## src/rtl/crc32_pkg.sv

```systemverilog
package crc32_pkg;

    localparam int BYTE_W = 8;
    localparam int CRC_W  = 32;

    // Fold one byte into a reflected remainder, least significant bit first.
    function automatic logic [CRC_W-1:0] crc_byte(
        input logic [CRC_W-1:0]  rem,
        input logic [BYTE_W-1:0] b,
        input logic [CRC_W-1:0]  poly_rev
    );
        logic [CRC_W-1:0] r;
        r = rem ^ {{(CRC_W-BYTE_W){1'b0}}, b};
        for (int k = 0; k < BYTE_W; k++) begin
            r = r[0] ? ((r >> 1) ^ poly_rev) : (r >> 1);
        end
        return r;
    endfunction

endpackage

```

## src/rtl/crc_lane_select.sv

```systemverilog
module crc_lane_select
    import crc32_pkg::*;
#(
    parameter int LANES = 4,
    parameter int CNT_W = 2
) (
    input  logic                    clk,
    input  logic                    rst_n,
    input  logic                    ready,
    input  logic                    in_valid,
    input  logic                    in_sof,
    input  logic                    in_eof,
    input  logic [CNT_W-1:0]        in_cnt,
    input  logic [LANES*BYTE_W-1:0] in_data,
    output logic                    s1_valid,
    output logic                    s1_sof,
    output logic                    s1_eof,
    output logic [LANES-1:0]        s1_mask,
    output logic [LANES*BYTE_W-1:0] s1_data
);

    typedef struct packed {
        logic                    valid;
        logic                    sof;
        logic                    eof;
        logic [LANES-1:0]        mask;
        logic [LANES*BYTE_W-1:0] data;
    } sel_t;

    sel_t                    st_d, st_q;
    logic [LANES-1:0]        lane_en;
    logic [LANES*BYTE_W-1:0] lane_byte;

    // Per-lane enable and byte placement into processing order.
    for (genvar gi = 0; gi < LANES; gi++) begin : g_lane
        assign lane_en[gi] = in_valid && (int'(in_cnt) >= gi);
        assign lane_byte[gi*BYTE_W +: BYTE_W] =
            lane_en[gi] ? in_data[gi*BYTE_W +: BYTE_W] : '0;
    end

    always_comb begin
        st_d = st_q;
        if (ready) begin
            st_d.valid = in_valid;
            st_d.sof   = in_valid && in_sof;
            st_d.eof   = in_valid && in_eof;
            st_d.mask  = lane_en;
            st_d.data  = lane_byte;
        end
    end

    always_ff @(posedge clk or negedge rst_n) begin
        if (!rst_n) st_q <= '0;
        else        st_q <= st_d;
    end

    assign s1_valid = st_q.valid;
    assign s1_sof   = st_q.sof;
    assign s1_eof   = st_q.eof;
    assign s1_mask  = st_q.mask;
    assign s1_data  = st_q.data;

    // the input register is frozen while ready is low.
    p_freeze_r6: assert property (@(posedge clk) disable iff (!rst_n)
        !ready |=> $stable(st_q));

    // valid lanes form a contiguous run starting at lane 0.
    p_mask_r3: assert property (@(posedge clk) disable iff (!rst_n)
        s1_valid |-> $onehot({1'b0, s1_mask} + 1'b1));

endmodule

```

## src/rtl/crc_matrix.sv

```systemverilog
module crc_matrix
    import crc32_pkg::*;
#(
    parameter int               LANES    = 4,
    parameter logic [CRC_W-1:0] POLY_REV = 32'hEDB88320,
    parameter logic [CRC_W-1:0] INIT     = 32'hFFFFFFFF
) (
    input  logic                    clk,
    input  logic                    rst_n,
    input  logic                    ready,
    input  logic                    s1_valid,
    input  logic                    s1_sof,
    input  logic                    s1_eof,
    input  logic [LANES-1:0]        s1_mask,
    input  logic [LANES*BYTE_W-1:0] s1_data,
    output logic [CRC_W-1:0]        rem_q,
    output logic                    s2_valid,
    output logic                    s2_eof
);

    typedef struct packed {
        logic [CRC_W-1:0] rem;
        logic             valid;
        logic             eof;
    } mat_t;

    mat_t             m_d, m_q;
    logic [CRC_W-1:0] calc;

    always_comb begin
        calc = s1_sof ? INIT : m_q.rem;
        for (int i = 0; i < LANES; i++) begin
            if (s1_mask[i]) calc = crc_byte(calc, s1_data[i*BYTE_W +: BYTE_W], POLY_REV);
        end
        m_d = m_q;
        if (ready) begin
            m_d.valid = s1_valid;
            m_d.eof   = s1_eof;
            if (s1_valid) m_d.rem = calc;
        end
    end

    always_ff @(posedge clk or negedge rst_n) begin
        if (!rst_n) m_q <= '{rem: INIT, valid: 1'b0, eof: 1'b0};
        else        m_q <= m_d;
    end

    assign rem_q    = m_q.rem;
    assign s2_valid = m_q.valid;
    assign s2_eof   = m_q.eof;

    // an empty slot leaves the remainder untouched.
    p_idle_r7: assert property (@(posedge clk) disable iff (!rst_n)
        (ready && !s1_valid) |=> $stable(rem_q));

endmodule

```

## src/rtl/crc32_byte_engine.sv

```systemverilog
module crc32_byte_engine
    import crc32_pkg::*;
#(
    parameter int               DATA_W   = 32,
    parameter logic [CRC_W-1:0] POLY_REV = 32'hEDB88320,
    parameter logic [CRC_W-1:0] INIT     = 32'hFFFFFFFF,
    parameter logic [CRC_W-1:0] XOR_OUT  = 32'hFFFFFFFF,
    parameter logic [CRC_W-1:0] RESIDUE  = 32'hDEBB20E3
) (
    input  logic                               clk,
    input  logic                               rst_n,
    input  logic [DATA_W-1:0]                  in_data,
    input  logic [$clog2(DATA_W/BYTE_W)-1:0]   in_cnt,
    input  logic                               in_valid,
    input  logic                               in_sof,
    input  logic                               in_eof,
    input  logic                               ready,
    output logic [CRC_W-1:0]                   crc_out,
    output logic                               out_valid,
    output logic                               out_last,
    output logic                               out_check
);

    localparam int LANES = DATA_W / BYTE_W;
    localparam int CNT_W = $clog2(LANES);

    typedef struct packed {
        logic [CRC_W-1:0] crc;
        logic             valid;
        logic             last;
        logic             check;
    } out_t;

    logic                    s1_valid, s1_sof, s1_eof;
    logic [LANES-1:0]        s1_mask;
    logic [DATA_W-1:0]       s1_data;
    logic [CRC_W-1:0]        rem_q;
    logic                    s2_valid, s2_eof;
    out_t                    o_d, o_q;

    crc_lane_select #(.LANES(LANES), .CNT_W(CNT_W)) u_select (
        .clk      (clk),
        .rst_n    (rst_n),
        .ready    (ready),
        .in_valid (in_valid),
        .in_sof   (in_sof),
        .in_eof   (in_eof),
        .in_cnt   (in_cnt),
        .in_data  (in_data),
        .s1_valid (s1_valid),
        .s1_sof   (s1_sof),
        .s1_eof   (s1_eof),
        .s1_mask  (s1_mask),
        .s1_data  (s1_data)
    );

    crc_matrix #(.LANES(LANES), .POLY_REV(POLY_REV), .INIT(INIT)) u_matrix (
        .clk      (clk),
        .rst_n    (rst_n),
        .ready    (ready),
        .s1_valid (s1_valid),
        .s1_sof   (s1_sof),
        .s1_eof   (s1_eof),
        .s1_mask  (s1_mask),
        .s1_data  (s1_data),
        .rem_q    (rem_q),
        .s2_valid (s2_valid),
        .s2_eof   (s2_eof)
    );

    // Output buffer: complement, residue compare, marker alignment.
    always_comb begin
        o_d = o_q;
        if (ready) begin
            o_d.crc   = rem_q ^ XOR_OUT;
            o_d.valid = s2_valid;
            o_d.last  = s2_valid && s2_eof;
            o_d.check = s2_valid && s2_eof && (rem_q == RESIDUE);
        end
    end

    always_ff @(posedge clk or negedge rst_n) begin
        if (!rst_n) o_q <= '0;
        else        o_q <= o_d;
    end

    assign crc_out   = o_q.crc;
    assign out_valid = o_q.valid;
    assign out_last  = o_q.last;
    assign out_check = o_q.check;

    // outputs are frozen across a stalled cycle.
    p_hold_r6: assert property (@(posedge clk) disable iff (!rst_n)
        !ready |=> ($stable(crc_out) && $stable(out_valid)
                    && $stable(out_last) && $stable(out_check)));

    // the pass flag only accompanies a shown last word.
    p_check_last_r8: assert property (@(posedge clk) disable iff (!rst_n)
        out_check |-> (out_valid && out_last));

endmodule

```

## config.mk

```make
export PLATFORM = sky130hd
export DESIGN_NAME = crc32_byte_engine
export DESIGN_NICKNAME = d
export VERILOG_FILES = /design/src/rtl/crc32_pkg.sv /design/src/rtl/crc_lane_select.sv /design/src/rtl/crc_matrix.sv /design/src/rtl/crc32_byte_engine.sv
export SDC_FILE = /design/constraint.sdc
export NUM_CORES = 1
export LEC_CHECK = 0
export CAP_MARGIN = 25
export CORE_ASPECT_RATIO = 1.2
export CORE_MARGIN = 1
export CORE_UTILIZATION = 41
export DETAILED_ROUTE_END_ITERATION = 10
export DONT_BUFFER_PORTS = 1
export GPL_TIMING_DRIVEN = 0
export PLACE_DENSITY = 0.61
export SYNTH_ARGS = -nofsm -noshare
export SYNTH_HDL_FRONTEND = slang
export SYNTH_SLANG_ARGS = --single-unit
```

## constraint.sdc

```tcl
create_clock -name clk -period 13.9 [get_ports clk]
set_input_delay 0.695 -clock clk [delete_from_list [all_inputs] [get_ports clk]]
set_output_delay 0.695 -clock clk [all_outputs]
set_load 0.03 [all_outputs]
```

; ---- After elaboration in Yosys (flattened, before gate mapping)
; Cells that the tools add are included.
[word_totals]
ff_bits = 108
elab_cells = 102
output_inout_bits = 35
[classes]
n_bitwise = 37
n_mux = 41
reduce_logical = 8
n_eq_ne = 1
n_lt_le_gt_ge = 3
[op_table]
columns = op, n
row1 = two-way mux 32 bit, 37
row2 = NOT 13 -> 14 bit, 32
row3 = bitwise XOR 32 x 8 -> 32 bit, 4
row4 = "equality test 32 bit, second input constant", 1
row5 = two-way mux 8 bit, 4
row6 = NOT 32 bit, 1
row7 = logical AND 1 bit, 7
row8 = ">= comparator 2 bit, second input constant", 2
row9 = ">= comparator 2 x 1 -> 1 bit, second input constant", 1
row10 = AND reduction 2 bit, 1

; ---- Longest topological paths before layout
[logic_depth]
word_depth = 73
ltp_mapped = 21
depth_no_buf = 15

; ---- By module
; From an unflattened synthesis, not the netlist that was laid out.
[unflattened]
cells_unflattened = 1227
hier_area_um2 = 10951.8
[by_module_without_submodules]
columns = mod, cells_per_inst, area_per_inst_um2, seq_area_each_um2, n_inst
row1 = crc_matrix, 944, 7891.3, 890.9, 1
row2 = crc_lane_select, 162, 1592.8, 950.9, 1
row3 = crc32_byte_engine, 121, 1467.7, 875.8, 1

; ---- Least setup slack after synthesis
; OpenSTA, ideal clock, no wires.
[synth_path]
kind = reg-to-reg
startpoint = reg u_matrix.m_q (netlist bit u_matrix.rem_q[3])
endpoint = reg u_matrix.m_q (netlist bit u_matrix.rem_q[19])
t_arrival_ns = 5.485
setup_time_ns = 0.088
t_required_ns = 13.812
slack_ns = 8.327
stages_incl_launch_ff = 18
path_cell_list = dfstp_2 -> buf_2 -> xnor3_1 -> and4_4 -> or4_4 -> and2_1 -> buf_6 -> xor3_1 -> o21ai_0 -> nand4_4 -> xnor2_2 -> xor3_1 -> mux2_4 -> a2111oi_4 -> xnor3_2 -> xnor3_1 -> nor3b_1 -> or3_1
[synth_via]
elab_chain_len = 53
word_cells_on_any_way = 68
[synth_rtl]
columns = element, line_no
row1 = from (decl), crc_matrix.sv:27  ; mat_t m_d, m_q;
row2 = from (signal assigned), crc_matrix.sv:44  ; if (!rst_n) m_q <= '{rem: INIT, valid: 1'b0, eof: 1'b0};
row3 = from (signal assigned), crc_matrix.sv:45  ; else m_q <= m_d;
row4 = two-way mux 32 bit *, crc_matrix.sv:31  ; calc = s1_sof ? INIT : m_q.rem;
row5 = bitwise XOR 32 x 8 -> 32 bit, crc32_pkg.sv:13  ; r = rem ^ {{(CRC_W-BYTE_W){1'b0}}, b};
row6 = two-way mux 32 bit (8 in a row), crc32_pkg.sv:15  ; r = r[0] ? ((r >> 1) ^ poly_rev) : (r >> 1);
row7 = two-way mux 32 bit *, crc_matrix.sv:33  ; if (s1_mask[i]) calc = crc_byte(calc, s1_data[i*BYTE_W +: BYTE_W], POLY_REV);
row8 = bitwise XOR 32 x 8 -> 32 bit, crc32_pkg.sv:13
row9 = two-way mux 32 bit, crc32_pkg.sv:15
row10 = NOT 13 -> 14 bit (no source line), -
row11 = two-way mux 32 bit, crc32_pkg.sv:15
row12 = (+29 left out), -
row13 = two-way mux 32 bit (2 in a row), crc32_pkg.sv:15
row14 = NOT 13 -> 14 bit (no source line), -
row15 = two-way mux 32 bit, crc32_pkg.sv:15
row16 = NOT 13 -> 14 bit (no source line), -
row17 = two-way mux 32 bit, crc32_pkg.sv:15
row18 = NOT 13 -> 14 bit (no source line), -
row19 = two-way mux 32 bit, crc32_pkg.sv:15
row20 = two-way mux 32 bit *, crc_matrix.sv:33
; Every way passes the cells marked *; elsewhere a longest branch is shown, timed or not.
; A chain may end at the register's enable or synchronous reset.

; ---- Final worst setup path
; Ends and elaborated chain as after synthesis.

==> flow_summary.yaml <==
finish:
  fillerInstances: 2470
  n_antenna_cell: 0
  final_layout_size_suffix_gt1_share_pct: 8.54
  layout.nets: 1265
  multiInputGateArea_um2: 7270
  register_area_um2: 2720
  layout-area-overhead-vs-synth_pct: 7.19
clock_network:
  clk_pin_slew_ns: 0.09
  worstSkewPairLatency_ns: 0.38
  cts_tree: "built"
  maximum_clock_path_buffer_count: 2
  cts.sinks: 107
  htree_num_levels: 3
  numCtsBuffers: 9
  post-cts-setup-buffers: 0
  buffer_cell_driving_the_clock_tree_root: "clkbuf_16"
  postCtsResizedCells: 0
routing:
  number_of_drc_violations_after_detailed_routing: 0
  route.vias.total: 9718
  drt-pass1-iter-count: 5
  route.final.wire_length_um: 39100
  drt-vias-per-instance: 6.25
  routed_wire_length_per_instance_um: 25.2
  ant_nets: 0
  drt_initial_violations: 1103
logic_synthesis:
  synth_common_cells: "xnor2_1, nand2_1, nor2_1"
  ys_async_sr_fraction_pct: 100
  synthesis.area_um2: 10400
  syn_nets: 1250
  ys.flop_type: "dfrtp_1"
  synth.ff_latch_count: 107
  synth.distinct_cells: 85
  synth_enable_flop_cells: 0
  synth.avg_cell_area_um2: 8.61
  ys.warnings.count: 0
  synth.top_cells.by_area: "dfrtp_1, xnor2_1, dfstp_2"
  synthDominantCellAreaShare_pct: 18.0
  ys_seq_area_share_pct: 26.1
  synth_area_leader_cell: "dfrtp_1"
  synth_most_common_cell: "xnor2_1"
  postSynthCellCount: 1210
global_routing:
  grt_pass1_vias: 9143
  maximum_number_of_pins_on_one_net_before_global_route_repair: 108
  global_route_total_overflow: 0
  grt_use_total_pct: 30.0
  antenna_found_initial: 1
  first_pass_grt_wire_length_um: 57700
timing:
  worstMarginPinSlew_ns: 0.996
  setup_violations: 0
  timing_hold_violations_final: 0
  min_period_ns: 7.09
  final.period_utilization_pct: 51.0
  rsz0062_at_grt: "no"
  fmax_ghz: 0.141
  timing.final.max_slew_violations: 0
  totalNegativeSetupSlack_ns: 0
  skew_final_ns: 0.0111
  max_slew_margin_pct: 33.6
run_status:
  run_status: "complete, no violations"
worst_hold_path:
  holdCritPathClass: "primary input to asynchronous set/reset pin"
place:
  io_buffers: 0
  weighted_congestion_reported_at_the_end_of_routability_driven_placement: 1.01
  hpwlAfterDp_um: 30300
critical_path:
  critPathMaxFanout: 10
  critPathRequiredTime_ns: 14.20
  r2r_cells: 16
  critical_path_startpoint_category: "flip-flop"
  worst_r2r_endpoint: "u_matrix.rem_q[19]$_DFFE_PN1P_"
  timing_worst_setup_path_type: "flip-flop to flip-flop"
  reg2reg_from: "u_matrix.rem_q[3]$_DFFE_PN1P_"
  cp_data_arrival_time_ns: 7.38
  setup.worst_path.end_class: "flip-flop"
  timing.reg2reg.setup_slack_ns: 6.81
floorplan:
  fp.dieArea_um2: 26100
  initial_core_util_pct: 42.0
  core_area_um2: 24800
  height_of_the_die_um: 177
  die_w_um: 148
  pin_count: 75
  num_rows: 63
flow_run:
  timing.max_cap.violations: 0
==> worst max path at each step <==
stage | slack (ns) | startpoint | depth (start not counted) | to
after floorplan | 8.33 | u_matrix.rem_q[3]$_DFFE_PN1P_ | 17 | u_matrix.rem_q[19]$_DFFE_PN1P_
after global placement | 7.01 | u_matrix.rem_q[3]$_DFFE_PN1P_ | 16 | u_matrix.rem_q[19]$_DFFE_PN1P_
after detailed placement | 7.08 | u_matrix.rem_q[3]$_DFFE_PN1P_ | 16 | u_matrix.rem_q[19]$_DFFE_PN1P_
after CTS | 7.03 | u_matrix.rem_q[3]$_DFFE_PN1P_ | 16 | u_matrix.rem_q[19]$_DFFE_PN1P_
after global routing | 6.66 | u_select.s1_mask[0]$_DFFE_PN0P_ | 18 | u_matrix.rem_q[19]$_DFFE_PN1P_
final | 6.81 | u_matrix.rem_q[3]$_DFFE_PN1P_ | 16 | u_matrix.rem_q[19]$_DFFE_PN1P_
==> kinds of logic (layout without fill, tap and decap cells) <==
family | after synthesis | in the layout | share of synthesized area [%]
AO/OA/AOI/OAI | 362 | 362 | 24.2
XOR/XNOR | 233 | 233 | 25.3
buffers and inverters | 106 | 126 | 4.21
flip-flops | 107 | 107 | 26.1
multiplexers | 29 | 29 | 2.95
AND/OR/NAND/NOR | 373 | 373 | 17.3
==> per-layer routing <==
metal,vias up,wire [um],GRT usage (%)
met5,-,0,0
met4,0,2230,16.0
met3,108,2600,4.07
met2,453,17700,47.8
met1,4722,16600,39.5
li1,4435,-,-
==> critical path, cell delays in order, from the launching register on <==
cell     delay [ns]
dfstp_2        0.52
buf_2          0.30
xor3_1         0.52
o21ai_0        0.37
nand4_1        0.17
a31oi_1        0.58
xnor3_1        0.66
xnor2_1        0.19
a21oi_1        0.40
xnor2_2        0.23
xnor2_1        0.53
xnor3_1        0.41
o21ai_0        0.56
xnor2_1        0.50
xnor3_1        0.54
nor3b_1        0.17
or3_1          0.35
==> registers in the layout (all words and copies together), names as in the netlist <==
register / cells
out_last: 1
out_valid: 1
crc_out: 32
u_select.s1_sof: 1
u_matrix.s2_eof: 1
u_matrix.s2_valid: 1
out_check: 1
u_matrix.rem_q: 32
u_select.s1_eof: 1
u_select.s1_mask: 4
u_select.s1_data: 32
==> stage by stage <==
stage	utilization, %	hold slack, ns	instances	cell area (um2)	setup slack, ns
after CTS	44.8	0.00418	1551	11100	7.03
after global routing	45.0	0.00596	1555	11200	6.66
after global placement	43.6	0.405	1535	10800	7.01
after detailed placement	43.6	0.405	1535	10800	7.08
after floorplan	-	0.399	1210	10400	8.33
final	45.0	0.0101	1555	11200	6.81
==> layout make-up <==
type / instances / area share [%]
repair buffers: 4 / 0.358
multi-input cells: 997 / 65.0
well taps: 325 / 3.64
clock inverters: 6 / 0.571
flip-flops and latches: 107 / 24.3
clock buffers: 10 / 2.14
inverters: 27 / 0.907
plain buffers: 79 / 3.02
==> cells in the final DEF, fill, tap and decap left out, types with 26 or more instances in the layout <==
master and count:
a21oi_1 58, clkbuf_1 50, dfrtp_1 75, dfstp_2 32, nand2_1 108, nand3_1 26
nor2_1 107, nor3_1 33, o21ai_0 101, xnor2_1 156, xnor3_1 31, xor2_1 32
==> what timing repair did <==
item                       CTS  global route
hold buffers                 0             4
setup endpoints to repair    0             0
hold endpoints to repair     0             7
Power is left out: the tool's default activity adds up to more than one toggle a clock period on the data nets, which glitch-free logic cannot reach.
